$ cat src/rtl/trap_entry_pkg.sv
package trap_entry_pkg;

  typedef enum logic [2:0] {
    CAUSE_NONE  = 3'd0,
    CAUSE_HWEXC = 3'd1,
    CAUSE_XLAT  = 3'd2,
    CAUSE_IRQ   = 3'd3,
    CAUSE_SWBRK = 3'd4,
    CAUSE_HWBRK = 3'd5
  } cause_e;

  typedef enum logic [1:0] {
    ACC_LOAD  = 2'd0,
    ACC_STORE = 2'd1,
    ACC_FETCH = 2'd2
  } acc_e;

  // status word bit positions; each saved copy sits one bit above its live bit
  localparam int ST_IE  = 1;
  localparam int ST_BIP = 3;
  localparam int ST_EIP = 9;
  localparam int ST_UM  = 11;
  localparam int ST_UMS = ST_UM + 1;
  localparam int ST_VM  = 13;
  localparam int ST_VMS = ST_VM + 1;

  // exception status word fields
  localparam int ES_CODE_W = 5;
  localparam int ES_STORE  = 10;
  localparam int ES_DSLOT  = 12;
  localparam logic [ES_CODE_W-1:0] CODE_PROT = 5'd16;
  localparam logic [ES_CODE_W-1:0] CODE_MISS = 5'd18;

  // vector offsets
  localparam int VOFS_IRQ   = 'h10;
  localparam int VOFS_HWBRK = 'h18;
  localparam int VOFS_EXC   = 'h20;

  // link register indices
  localparam int LR_IRQ   = 14;
  localparam int LR_HWBRK = 16;
  localparam int LR_EXC   = 17;

  localparam int INSN_BYTES = 4;

  typedef struct packed {
    logic hwexc;
    logic xlat;
    logic irq;
    logic swbrk;
    logic hwbrk;
  } sel_t;

endpackage

$ cat src/rtl/trap_accept.sv
module trap_accept
  import trap_entry_pkg::*;
#(
  parameter int XLEN = 32
) (
  input  logic            req_valid,
  input  logic [2:0]      req_cause,
  input  logic [XLEN-1:0] cur_msr,
  input  logic            in_dslot,
  input  logic            cfg_exc_en,
  input  logic            fault_busy,
  output sel_t            sel,
  output logic            recursive
);

  logic irq_ok;

  always_comb begin
    irq_ok = cur_msr[ST_IE] && !cur_msr[ST_EIP] && !cur_msr[ST_BIP] && !in_dslot;
    sel = '0;
    recursive = 1'b0;
    if (req_valid) begin
      unique case (req_cause)
        CAUSE_HWEXC: sel.hwexc = cfg_exc_en;
        CAUSE_XLAT: begin
          if (fault_busy) recursive = 1'b1;
          else            sel.xlat = 1'b1;
        end
        CAUSE_IRQ:   sel.irq   = irq_ok;
        CAUSE_SWBRK: sel.swbrk = 1'b1;
        CAUSE_HWBRK: sel.hwbrk = 1'b1;
        default: ;
      endcase
    end
  end

endmodule

$ cat src/rtl/trap_status_calc.sv
module trap_status_calc
  import trap_entry_pkg::*;
#(
  parameter int XLEN = 32
) (
  input  sel_t            sel,
  input  logic [XLEN-1:0] cur_msr,
  input  logic [XLEN-1:0] cur_esr,
  input  logic            in_dslot,
  input  logic [1:0]      acc_type,
  input  logic            fault_miss,
  output logic [XLEN-1:0] msr_nx,
  output logic [XLEN-1:0] esr_nx,
  output logic            esr_we_nx,
  output logic            ear_we_nx,
  output logic            btr_we_nx,
  output logic            fclr_nx
);

  logic                 is_exc;
  logic                 is_brk;
  logic [ES_CODE_W-1:0] code;

  always_comb begin
    is_exc = sel.hwexc | sel.xlat;
    is_brk = sel.swbrk | sel.hwbrk;

    msr_nx = cur_msr;
    msr_nx[ST_UMS] = cur_msr[ST_UM];
    msr_nx[ST_VMS] = cur_msr[ST_VM];
    msr_nx[ST_UM]  = 1'b0;
    msr_nx[ST_VM]  = 1'b0;
    if (sel.irq) msr_nx[ST_IE]  = 1'b0;
    if (is_exc)  msr_nx[ST_EIP] = 1'b1;
    if (is_brk)  msr_nx[ST_BIP] = 1'b1;

    code = (fault_miss ? CODE_MISS : CODE_PROT)
         + {{(ES_CODE_W-1){1'b0}}, (acc_type == ACC_FETCH)};

    esr_nx = '0;
    if (sel.hwexc) begin
      esr_nx = cur_esr;
      esr_nx[ES_DSLOT] = in_dslot;
    end else if (sel.xlat) begin
      esr_nx[ES_CODE_W-1:0] = code;
      esr_nx[ES_STORE]      = (acc_type == ACC_STORE);
      esr_nx[ES_DSLOT]      = in_dslot;
    end

    esr_we_nx = is_exc;
    ear_we_nx = sel.xlat;
    btr_we_nx = is_exc & in_dslot;
    fclr_nx   = is_exc;
  end

endmodule

$ cat src/rtl/trap_target_calc.sv
module trap_target_calc
  import trap_entry_pkg::*;
#(
  parameter int XLEN   = 32,
  parameter int RIDX_W = 5
) (
  input  sel_t              sel,
  input  logic [XLEN-1:0]   vec_base,
  input  logic [XLEN-1:0]   cur_pc,
  input  logic [XLEN-1:0]   br_target,
  input  logic              in_dslot,
  input  logic              in_imm,
  input  logic              br_imm,
  output logic [XLEN-1:0]   pc_nx,
  output logic              lr_we_nx,
  output logic [RIDX_W-1:0] lr_idx_nx,
  output logic [XLEN-1:0]   lr_val_nx
);

  localparam logic [XLEN-1:0] STEP = XLEN'(INSN_BYTES);

  logic [XLEN-1:0] rewind;

  always_comb begin
    if (in_dslot)    rewind = br_imm ? (STEP << 1) : STEP;
    else if (in_imm) rewind = STEP;
    else             rewind = '0;

    pc_nx     = '0;
    lr_we_nx  = 1'b0;
    lr_idx_nx = '0;
    lr_val_nx = '0;
    if (sel.hwexc) begin
      pc_nx     = vec_base + XLEN'(VOFS_EXC);
      lr_we_nx  = 1'b1;
      lr_idx_nx = RIDX_W'(LR_EXC);
      lr_val_nx = cur_pc + STEP;
    end else if (sel.xlat) begin
      pc_nx     = vec_base + XLEN'(VOFS_EXC);
      lr_we_nx  = 1'b1;
      lr_idx_nx = RIDX_W'(LR_EXC);
      lr_val_nx = cur_pc - rewind;
    end else if (sel.irq) begin
      pc_nx     = vec_base + XLEN'(VOFS_IRQ);
      lr_we_nx  = 1'b1;
      lr_idx_nx = RIDX_W'(LR_IRQ);
      lr_val_nx = cur_pc;
    end else if (sel.hwbrk) begin
      pc_nx     = vec_base + XLEN'(VOFS_HWBRK);
      lr_we_nx  = 1'b1;
      lr_idx_nx = RIDX_W'(LR_HWBRK);
      lr_val_nx = cur_pc;
    end else if (sel.swbrk) begin
      pc_nx     = br_target;
    end
  end

endmodule

$ cat src/rtl/trap_entry_ctrl.sv
module trap_entry_ctrl
  import trap_entry_pkg::*;
#(
  parameter int XLEN   = 32,
  parameter int RIDX_W = 5
) (
  input  logic              clk,
  input  logic              rst,
  input  logic              cfg_exc_en,
  input  logic [XLEN-1:0]   vec_base,
  input  logic              req_valid,
  input  logic [2:0]        req_cause,
  input  logic [XLEN-1:0]   cur_pc,
  input  logic [XLEN-1:0]   cur_msr,
  input  logic [XLEN-1:0]   cur_esr,
  input  logic              in_dslot,
  input  logic              in_imm,
  input  logic              br_imm,
  input  logic [XLEN-1:0]   br_target,
  input  logic [XLEN-1:0]   fault_addr,
  input  logic [1:0]        acc_type,
  input  logic              fault_miss,
  output logic              done,
  output logic [XLEN-1:0]   new_msr,
  output logic [XLEN-1:0]   new_pc,
  output logic              lr_we,
  output logic [RIDX_W-1:0] lr_idx,
  output logic [XLEN-1:0]   lr_val,
  output logic              esr_we,
  output logic [XLEN-1:0]   new_esr,
  output logic              ear_we,
  output logic [XLEN-1:0]   new_ear,
  output logic              btr_we,
  output logic [XLEN-1:0]   new_btr,
  output logic              flags_clr,
  output logic              fatal
);

  sel_t              sel;
  logic              recursive;
  logic              take;
  logic              fault_busy_q;
  logic [XLEN-1:0]   msr_nx, esr_nx, pc_nx, lr_val_nx;
  logic              esr_we_nx, ear_we_nx, btr_we_nx, fclr_nx, lr_we_nx;
  logic [RIDX_W-1:0] lr_idx_nx;

  trap_accept #(.XLEN(XLEN)) u_accept (
    .req_valid  (req_valid),
    .req_cause  (req_cause),
    .cur_msr    (cur_msr),
    .in_dslot   (in_dslot),
    .cfg_exc_en (cfg_exc_en),
    .fault_busy (fault_busy_q),
    .sel        (sel),
    .recursive  (recursive)
  );

  trap_status_calc #(.XLEN(XLEN)) u_status (
    .sel        (sel),
    .cur_msr    (cur_msr),
    .cur_esr    (cur_esr),
    .in_dslot   (in_dslot),
    .acc_type   (acc_type),
    .fault_miss (fault_miss),
    .msr_nx     (msr_nx),
    .esr_nx     (esr_nx),
    .esr_we_nx  (esr_we_nx),
    .ear_we_nx  (ear_we_nx),
    .btr_we_nx  (btr_we_nx),
    .fclr_nx    (fclr_nx)
  );

  trap_target_calc #(.XLEN(XLEN), .RIDX_W(RIDX_W)) u_target (
    .sel       (sel),
    .vec_base  (vec_base),
    .cur_pc    (cur_pc),
    .br_target (br_target),
    .in_dslot  (in_dslot),
    .in_imm    (in_imm),
    .br_imm    (br_imm),
    .pc_nx     (pc_nx),
    .lr_we_nx  (lr_we_nx),
    .lr_idx_nx (lr_idx_nx),
    .lr_val_nx (lr_val_nx)
  );

  assign take = |sel;

  always_ff @(posedge clk) begin
    if (rst) begin
      done         <= 1'b0;
      new_msr      <= '0;
      new_pc       <= '0;
      lr_we        <= 1'b0;
      lr_idx       <= '0;
      lr_val       <= '0;
      esr_we       <= 1'b0;
      new_esr      <= '0;
      ear_we       <= 1'b0;
      new_ear      <= '0;
      btr_we       <= 1'b0;
      new_btr      <= '0;
      flags_clr    <= 1'b0;
      fatal        <= 1'b0;
      fault_busy_q <= 1'b0;
    end else begin
      done         <= take;
      lr_we        <= lr_we_nx;
      esr_we       <= esr_we_nx;
      ear_we       <= ear_we_nx;
      btr_we       <= btr_we_nx;
      flags_clr    <= fclr_nx;
      fault_busy_q <= sel.xlat;
      if (recursive) fatal <= 1'b1;
      if (take) begin
        new_msr <= msr_nx;
        new_pc  <= pc_nx;
        lr_idx  <= lr_idx_nx;
        lr_val  <= lr_val_nx;
        new_esr <= esr_nx;
      end
      if (ear_we_nx) new_ear <= fault_addr;
      if (btr_we_nx) new_btr <= br_target;
    end
  end

endmodule

$ cat config.mk
export PLATFORM = sky130hd
export DESIGN_NAME = trap_entry_ctrl
export DESIGN_NICKNAME = d
export VERILOG_FILES = /design/src/rtl/trap_entry_pkg.sv /design/src/rtl/trap_accept.sv /design/src/rtl/trap_status_calc.sv /design/src/rtl/trap_target_calc.sv /design/src/rtl/trap_entry_ctrl.sv
export SDC_FILE = /design/constraint.sdc
export NUM_CORES = 1
export LEC_CHECK = 0
export BUFFER_PORTS_ARGS = -buffer_cell sky130_fd_sc_hd__buf_2
export CORE_UTILIZATION = 25
export DETAILED_ROUTE_END_ITERATION = 12
export PLACE_DENSITY = 0.52
export SYNTH_ARGS = -nofsm -noshare
export SYNTH_HDL_FRONTEND = slang
export SYNTH_SLANG_ARGS = --single-unit
export TNS_END_PERCENT = 1
$ cat constraint.sdc
create_clock -name clk -period 4.6 [get_ports clk]
set_clock_uncertainty 0.15 [all_clocks]
set_input_delay 0.69 -clock clk [delete_from_list [all_inputs] [get_ports clk]]
set_output_delay 0.69 -clock clk [all_outputs]
set_load 0.005 [all_outputs]
==> results.py, run 1 <==
metrics = {
    "outcome": {
        "status": "complete, no violations",
    },
    "logic_synthesis": {
        "netlist.area_leader.share_pct": 39.01,
        "synth_most_common_cell": "nand2_1",
        "synth_edf_count": 0,
        "synth_top_area_cell": "dfxtp_1",
        "synth_area_leaders": "dfxtp_1, nand2_1, a21oi_1",
        "yosysWarnings": 0,
        "synthTopCellsByCount": "nand2_1, dfxtp_1, a21oi_1",
        "syn_avg_cell_area_um2": 7.965,
        "synth_compound_area_share_pct": 22.94,
        "synth_cells": 1282,
        "synth_top_family_by_area": "simple AND/OR/NAND/NOR gates",
        "ys_ff_latch": 199,
        "synth_fa_ha_area_share_pct": 1.054,
        "synth_simple_gate_area_share_pct": 24.57,
        "synth_ff_type": "dfxtp_1",
        "ys_seq_area_share_pct": 39.01,
        "netlist_area_um2": 10210,
        "synth_cell_types": 82,
        "synth.mux.area_fraction_pct": 0.8455,
        "async_flop_share_pct": 0,
        "synthXorXnorAreaFrac_pct": 5.575,
    },
    "cells_and_area": {
        "multi_input_area_um2": 5634,
        "final_cell_area_um2": 13180,
        "fillers": 4333,
        "nNetsFinal": 1840,
        "drive_above_1_share_pct": 30.12,
        "layout-area-overhead-vs-synth_pct": 29.03,
        "regArea_um2": 3984,
        "final_util_pct": 32.93,
    },
    "worst_hold_path": {
        "hold_path_class": "in -> reg",
        "holdPathStages": 2,
    },
    "routing": {
        "vias_per_cell": 5.040,
        "wire_per_inst_um": 19.64,
        "vias": 10930,
        "drtAntennaViolNets": 0,
        "drt_first_pass_iters": 5,
        "wl_um": 42580,
        "drt_iter0_drc": 584,
        "drc_errors": 0,
    },
    "global_route": {
        "grt_max_degree": 92,
        "grt_pass1_vias": 10290,
        "grt_usage_pct": 20.21,
        "grt_pass1_wl_um": 63140,
        "grt_antenna_before_repair": 5,
        "grt_overflow": 0,
    },
    "power_and_ir_drop": {
        "p_leak_nw": 5.470,
        "powerDensity_nw_per_um2": 297.4,
        "ir_drop_v": 0.0002833,
    },
    "clocking": {
        "hold_buffers": 0,
        "clkSlewWorstSetupHoldPaths_ns": 0.08,
        "tritoncts": "done",
        "insertion_delay_ns": 0.49,
        "root_buffer": "clkbuf_16",
        "h-tree-depth": 4,
        "cts.sinks": 199,
        "clock_path_buffers": 2,
        "cts_resized": 0,
        "post-cts-setup-buffers": 0,
        "numCtsBuffers": 17,
    },
    "sta": {
        "setup_viol": 0,
        "hold_viol": 0,
        "max-slew-margin-rel_pct": 31.53,
        "maxSlewViolCount": 0,
        "clock.fmax_mhz": 354.7,
        "rsz0062_at_grt": "false",
        "fin_setup_tns_ns": 0,
        "tightest_slew_ns": 1.026,
        "fin_crit_sh_pct": 61.29,
        "period_minus_slack_ns": 2.819,
    },
    "worst_setup_path": {
        "crit_type": "in -> reg",
        "critPathSlowestCell": "and2_2",
        "cp.arrival_ns": 3.02,
        "path_cells": "buf_2 > nor4bb_1 > a21boi_1 > buf_4 > and2_2 > buf_4 > a222oi_1 > nor2_1",
        "crit_fanout": 30,
        "reg2regPathDepth": 7,
        "crit_required_ns": 4.80,
        "start_kind": "input port",
        "crit_path_max_incr_delay_ns": 0.47,
        "end_kind": "flip-flop",
        "cpMostUsedCell": "buf_4",
    },
    "placement": {
        "gp_congestion": 0.8727,
        "placed_area_um2": 12580,
        "portBuffers": 403,
        "dp_hpwl_um": 31190,
    },
    "floorplanning": {
        "fp-row-count": 73,
        "io_pins": 409,
        "die_w_um": 204.1,
        "die_h_um": 204.1,
        "core-area_um2": 40010,
        "die_area_um2": 41660,
        "initial_utilization_pct": 25.52,
    },
    "job": {
        "maxCapViolCount": 0,
    },
}
## area by class of cell
type	instances	share of cell area [%]
multi-input combinational	961	42.76
sequential	199	30.24
clock inverter	13	1.073
tap	525	4.986
antenna	3	0.05698
timing repair buffer	434	17.12
inverter	14	0.3989
clock buffer	19	3.362
## registers in the layout, indices dropped and copies added (netlist names)
signal	count
new_esr	32
fault_busy_q	1
flags_clr	1
new_pc	32
fatal	1
btr_we	1
new_msr	30
lr_val	32
new_ear	32
done	1
lr_we	1
new_btr	32
lr_idx	3
## where the power goes
| group | switching, mW | internal, mW |
|---|---|---|
| clock | 0.810 | 0.735 |
| combinational | 0.343 | 0.220 |
| sequential | 0.0296 | 1.78 |
## per-stage QoR
stage	total power, mW	hold WS (ns)	std cells	setup WS [ns]
2_1_floorplan	2.131	0.2845	1283	1.804
3_3_place_gp	2.408	0.2786	2133	1.287
3_5_place_dp	2.416	0.2843	2133	1.221
4_1_cts	3.991	0.2156	2165	1.814
5_1_grt	4.103	0.2264	2166	1.560
6_report	3.918	0.2546	2168	1.781
## path summary, 6_finish.rpt
path / startpoint / end / slack [ns]
worst min-delay path: cur_esr[21] / new_esr[21] / 0.25
worst max-delay path: req_cause[0] / new_esr[1] / 1.78
worst min register to register: new_esr[4] / new_esr[4] / 0.30
worst max register to register: fault_busy_q / new_msr[28] / 1.88
## cells in the final DEF, fill, tap and decap left out, types with 31 or more instances in the layout
cell type  instances
a21oi_1          140
nand3_1           42
nor2_1            76
a22o_1            31
nor3_1            35
nand2_1          261
xnor2_1           41
buf_2            402
buf_4             31
dfxtp_1          199
## logic make-up (layout without fill, tap and decap cells)
| logic type | after synthesis | count (layout) |
|---|---|---|
| other cells | 1 | 5 |
| buf+inv | 123 | 480 |
| flops | 199 | 199 |
| compound gates | 348 | 348 |
| simple gates | 530 | 530 |
| xor+xnor | 65 | 65 |
| fa+ha+maj | 8 | 8 |
| mux | 8 | 8 |
## routing by layer
| metal | vias to the layer above | part of all wire (%) | track usage, % |
|---|---|---|---|
| li1 | 5299 | - | - |
| met4 | 4 | 2.3 | 7.436 |
| met5 | - | 0.059 | 0 |
| met1 | 5156 | 46 | 26.42 |
| met2 | 413 | 44 | 31.09 |
| met3 | 54 | 7.6 | 6.138 |
## worst max-delay path, delay by kind of cell
| family | cells | cell delay, ns |
|---|---|---|
| AOI/OAI and AO/OA | 2 | 0.46 |
| buffers and inverters | 3 | 0.92 |
| and+or+nand+nor | 3 | 0.92 |
Power figures use the tool's default switching activity.
==> inputs of run 2 (changes only) <==
Settings changed: PLACE_DENSITY 0.52 to 0.53.
Clock period 4.6 ns to 2.3 ns, I/O delays scaled along.
==> run 2 against run 1 <==
Against the previous run: sequential cell count unchanged; register-to-register slack got worse by 1.8 ns; via count rose by 11%; die area stayed put; non-clock buffer count rose by 285; combinational power grew to 2.7 times the previous value.
==> results.py, run 2 (synthesis results as in run 1) <==
metrics = {
    "cells_and_area": {
        "stdcell_count": 2457,
        "final_util_pct": 39.74,
        "layout_commonest_cell": "buf_2",
        "multi_input_area_um2": 5677,
        "fillers": 4096,
        "regArea_um2": 3984,
        "mostFrequentLayoutCells": "buf_2, nand2_1, dfxtp_1",
        "drive_above_1_share_pct": 33.92,
        "layout-area-overhead-vs-synth_pct": 55.68,
        "nNetsFinal": 2125,
    },
    "worst_setup_path": {
        "r2r_setup_slack_ns": 0.11,
        "start_kind": "input port",
        "crit_required_ns": 2.54,
        "end_kind": "flip-flop",
        "crit_fanout": 5,
        "crit_type": "in -> reg",
        "cp.arrival_ns": 2.51,
        "r2r_start": "fault_busy_q",
        "rr_endpoint": "new_pc[25]",
        "reg2regPathDepth": 6,
    },
    "clocking": {
        "root_buffer": "clkbuf_16",
        "numCtsBuffers": 17,
        "insertion_delay_ns": 0.49,
        "h-tree-depth": 4,
        "post-cts-setup-buffers": 0,
        "cts.sinks": 199,
        "clkSlewWorstSetupHoldPaths_ns": 0.08,
        "tritoncts": "done",
        "clock_path_buffers": 2,
    },
    "sta": {
        "rsz0062_at_grt": "true",
        "max-slew-margin-rel_pct": 20.45,
        "fin_crit_sh_pct": 98.87,
        "maxSlewViolCount": 0,
        "hold_ws_ns": 0.06998,
        "clock.fmax_mhz": 439.7,
        "fin_ws_ns": 0.02597,
        "period_minus_slack_ns": 2.274,
        "tightest_slew_ns": 1.192,
        "hold_viol": 0,
        "setup_viol": 0,
    },
    "job": {
        "maxCapViolCount": 0,
    },
    "floorplanning": {
        "initial_utilization_pct": 25.52,
        "die_h_um": 204.1,
        "io_pins": 409,
        "core-area_um2": 40010,
        "fp-row-count": 73,
        "die_w_um": 204.1,
        "die_area_um2": 41660,
    },
    "routing": {
        "vias": 12120,
        "wire_per_inst_um": 18.56,
        "drt_iter0_drc": 792,
        "drt_first_pass_iters": 5,
        "drtAntennaViolNets": 0,
        "wl_um": 45610,
        "vias_per_cell": 4.933,
        "drc_errors": 0,
    },
    "power_and_ir_drop": {
        "totalPowerFinal_mw": 8.265,
        "ir_drop_v": 0.0005498,
        "p_leak_nw": 6.848,
        "powerDensity_nw_per_um2": 519.9,
    },
    "placement": {
        "gp_congestion": 0.9025,
        "place_worst_setup_slack_ns": -0.2974,
        "dp_hpwl_um": 34090,
        "dp.cells": 2285,
        "portBuffers": 403,
    },
    "global_route": {
        "grt_max_degree": 58,
        "grt_pass1_wl_um": 67770,
        "grt_usage_pct": 21.59,
        "grt_pass1_vias": 11800,
        "grt_antenna_before_repair": 8,
        "grt_overflow": 0,
    },
    "outcome": {
        "status": "complete, no violations",
    },
    "worst_hold_path": {
        "hold_start": "cur_pc[31]",
        "holdPathStages": 4,
        "hold_path_class": "in -> reg",
        "worstHoldEndpoint": "lr_val[31]",
    },
}
==> run 2: cell type report <==
class,instances,area share (%)
clock buffers,17,2.676
clock inverters,15,0.9996
multi-input cells,961,35.71
diodes,7,0.1102
repair buffers,719,30.98
well taps,525,4.132
inverters,14,0.3306
flip-flops and latches,199,25.06
==> run 2: worst max-delay path by stage <==
stage	startpoint	to	cells past startpoint	slack (ns)
4_1_cts	cur_msr[9]	lr_val[5]	8	0.003
3_3_place_gp	in_dslot	lr_val[29]	10	-0.30
2_1_floorplan	cur_pc[13]	lr_val[31]	7	-0.15
3_5_place_dp	in_dslot	lr_val[27]	8	-0.30
5_1_grt	vec_base[3]	new_pc[25]	9	-0.008
6_report	vec_base[3]	new_pc[27]	9	0.03
==> run 2: repair_timing <==
item / CTS / global route
hold endpoints to repair: 139 / 0
setup endpoints to repair: 0 / 109
gates resized for setup: 0 / 8
hold buffers: 133 / 0
==> run 2: per-stage QoR <==
stage               cell area, um^2  TNS [ns]
global route                  15880  -0.01050
detailed placement            13920    -16.21
CTS                           15840         0
finish                        15900         0
global placement              13920    -12.11
floorplan                     10210   -0.2980
==> run 2: where the power goes <==
group / leakage [nW] / internal [mW] / switching (mW)
sequential: 1.62 / 3.56 / 0.0619
combinational: 4.95 / 0.744 / 0.769
clock: 0.284 / 1.54 / 1.59
total: 6.85 / 5.85 / 2.42
==> run 2: worst max-delay path: stages <==
cell	delay (ns)
dlygate4sd3_1	0.58
buf_2	0.19
inv_1	0.06
ha_1	0.30
buf_4	0.19
nor4_1	0.33
xor2_1	0.18
nand2_1	0.07
a221oi_1	0.27
==> run 2: routing by layer <==
layer / routed length (um) / global-route usage [%] / vias up
met1: 20110 / 26.19 / 5713
met4: 1411 / 9.408 / 4
met2: 20890 / 35.17 / 450
li1: - / - / 5879
met3: 3176 / 6.409 / 74
met5: 26 / 0 / -
==> inputs of run 3 (changes only) <==
Settings changed: GPL_TIMING_DRIVEN from default to 0, MAX_ROUTING_LAYER from default to met4.
==> run 3 against run 2 <==
Against the previous run: the run now ends with negative setup slack left; via count down 1.4%; sequential cell count stayed put; global-route usage is 2.7 points higher; sequential share of layout area up 1.6 points; first-iteration DRC count increased by 16%; non-clock buffer count fell by 97; wire length increased by 11%; setup slack lost 0.056 ns; largest cell class unchanged; count of clock-buffer cells in the layout rose by 1; cell area down 6.0%; critical path depth is 1 lower; register-to-register slack got worse by 0.09 ns.
==> results.py, run 3 (synthesis results as in run 1) <==
metrics = {
    "worst_hold_path": {
        "hold_path_class": "in -> reg",
        "worstHoldEndpoint": "new_btr[23]",
        "hold_start": "br_target[23]",
        "holdPathStages": 3,
    },
    "routing": {
        "drt_first_pass_iters": 5,
        "vias_per_cell": 5.066,
        "wl_um": 50410,
        "drc_errors": 0,
        "drt_iter0_drc": 916,
        "wire_per_inst_um": 21.36,
        "drtAntennaViolNets": 0,
        "vias": 11960,
    },
    "placement": {
        "place_worst_setup_slack_ns": -1.483,
        "dp_hpwl_um": 37520,
        "portBuffers": 384,
        "gp_congestion": 0.9193,
        "placed_area_um2": 12790,
    },
    "cells_and_area": {
        "final_cell_area_um2": 14940,
        "layout-area-overhead-vs-synth_pct": 46.29,
        "mostFrequentLayoutCells": "buf_2, nand2_1, dfxtp_1",
        "layout_commonest_cell": "buf_2",
        "drive_above_1_share_pct": 29.54,
        "nNetsFinal": 2028,
        "final_util_pct": 37.34,
    },
    "floorplanning": {
        "die_area_um2": 41660,
        "core-area_um2": 40010,
        "die_h_um": 204.1,
        "io_pins": 409,
        "initial_utilization_pct": 25.52,
        "fp-row-count": 73,
        "die_w_um": 204.1,
    },
    "worst_setup_path": {
        "crit_type": "in -> reg",
        "start_kind": "input port",
        "crit_required_ns": 2.53,
        "end_kind": "flip-flop",
        "rr_endpoint": "new_pc[2]",
        "r2r_start": "fault_busy_q",
        "r2r_setup_slack_ns": 0.02,
        "cp.arrival_ns": 2.56,
        "crit_fanout": 6,
        "reg2regPathDepth": 7,
    },
    "clocking": {
        "cts.sinks": 199,
        "h-tree-depth": 4,
        "clock_path_buffers": 2,
        "numCtsBuffers": 17,
        "clkSlewWorstSetupHoldPaths_ns": 0.09,
        "insertion_delay_ns": 0.46,
        "tritoncts": "done",
        "root_buffer": "clkbuf_16",
    },
    "power_and_ir_drop": {
        "powerDensity_nw_per_um2": 544.4,
        "totalPowerFinal_mw": 8.132,
        "ir_drop_v": 0.0004975,
        "p_leak_nw": 6.221,
    },
    "sta": {
        "hold_ws_ns": 0.02549,
        "period_minus_slack_ns": 2.330,
        "rsz0062_at_grt": "true",
        "hold_viol": 0,
        "maxSlewViolCount": 0,
        "fin_ws_ns": -0.03032,
        "max-slew-margin-rel_pct": 18.68,
        "setup_viol": 1,
        "tightest_slew_ns": 1.220,
        "fin_crit_sh_pct": 101.3,
        "clock.fmax_mhz": 429.1,
    },
    "global_route": {
        "grt_overflow": 0,
        "grt_max_degree": 21,
        "grt_pass1_wl_um": 72480,
        "grt_antenna_before_repair": 6,
        "grt_pass1_vias": 11660,
        "grt_usage_pct": 24.32,
    },
    "outcome": {
        "status": "complete, but fails checks",
        "violations": "negative setup slack",
    },
    "job": {
        "maxCapViolCount": 0,
    },
}
==> run 3: cell types whose count changed in the layout (fill, tap and decap cells not counted), moves of 3 or more <==
cell and delta:
dlygate4sd3_1 -11, nor3_1 -4, clkbuf_4 +3, clkbuf_2 +15, clkbuf_1 +43, buf_6 +8
clkinv_8 +3, buf_12 -16, clkbuf_8 +3, buf_4 -146, nor3_2 +4
==> run 3: layout make-up <==
type	count	area [um^2]
Fill cell	4219	25070
Multi-Input combinational cell	961	5812
Sequential cell	199	3984
Timing Repair Buffer	514	3211
Tap cell	525	656.9
Buffer	108	614.3
Clock buffer	18	439.2
Clock inverter	14	151.4
Inverter	14	52.55
Antenna cell	7	17.52
==> run 3: where the power goes <==
part | leakage (nW) | internal [mW] | total (mW) | switching (mW)
sequential | 1.62 | 3.56 | 3.62 | 0.0610
combinational | 4.31 | 0.616 | 1.42 | 0.809
clock | 0.292 | 1.49 | 3.09 | 1.60
==> run 3: worst max-delay path by stage <==
stage                             from    endpoint  slack, ns  cells past startpoint
final                       cur_pc[12]  lr_val[27]      -0.03                      8
after global routing        cur_pc[12]  lr_val[27]      -0.11                      8
after CTS                 req_cause[0]  lr_val[29]      -0.05                      9
after detailed placement  req_cause[1]  new_pc[17]      -1.48                      7
after global placement    req_cause[1]  new_msr[1]      -1.44                      7
after floorplan             cur_pc[13]  lr_val[31]      -0.15                      7
==> run 3: through the flow <==
step / std cells / setup TNS, ns
after CTS: 2349 / -0.1889
after floorplan: 1283 / -0.2980
final: 2360 / -0.03032
after detailed placement: 2192 / -159.70
after global routing: 2359 / -1.240
after global placement: 2192 / -154.63
==> run 3: what timing repair did <==
| action | in CTS | in global routing |
|---|---|---|
| hold endpoints to repair | 120 | 0 |
| hold buffers | 121 | 0 |
| buffers inserted | 5 | 3 |
| cloned | 0 | 1 |
| pin swaps | 1 | 4 |
| resized for setup | 36 | 52 |
| setup endpoints to repair | 164 | 148 |
==> run 3: worst max-delay path, cell delays in order <==
cell	delay, ns
buf_2	0.14
or4_4	0.58
nor4_4	0.26
buf_4	0.20
nand3_4	0.14
nor4_4	0.29
mux2_2	0.36
a311oi_1	0.23
==> run 3: metal layers <==
metal,global-route usage [%],routed length [um],vias up
li1,-,-,5701
met1,28.98,21830,5682
met2,38.26,22910,494
met3,6.952,3936,79
met4,10.05,1724,0
met5,-,0,-
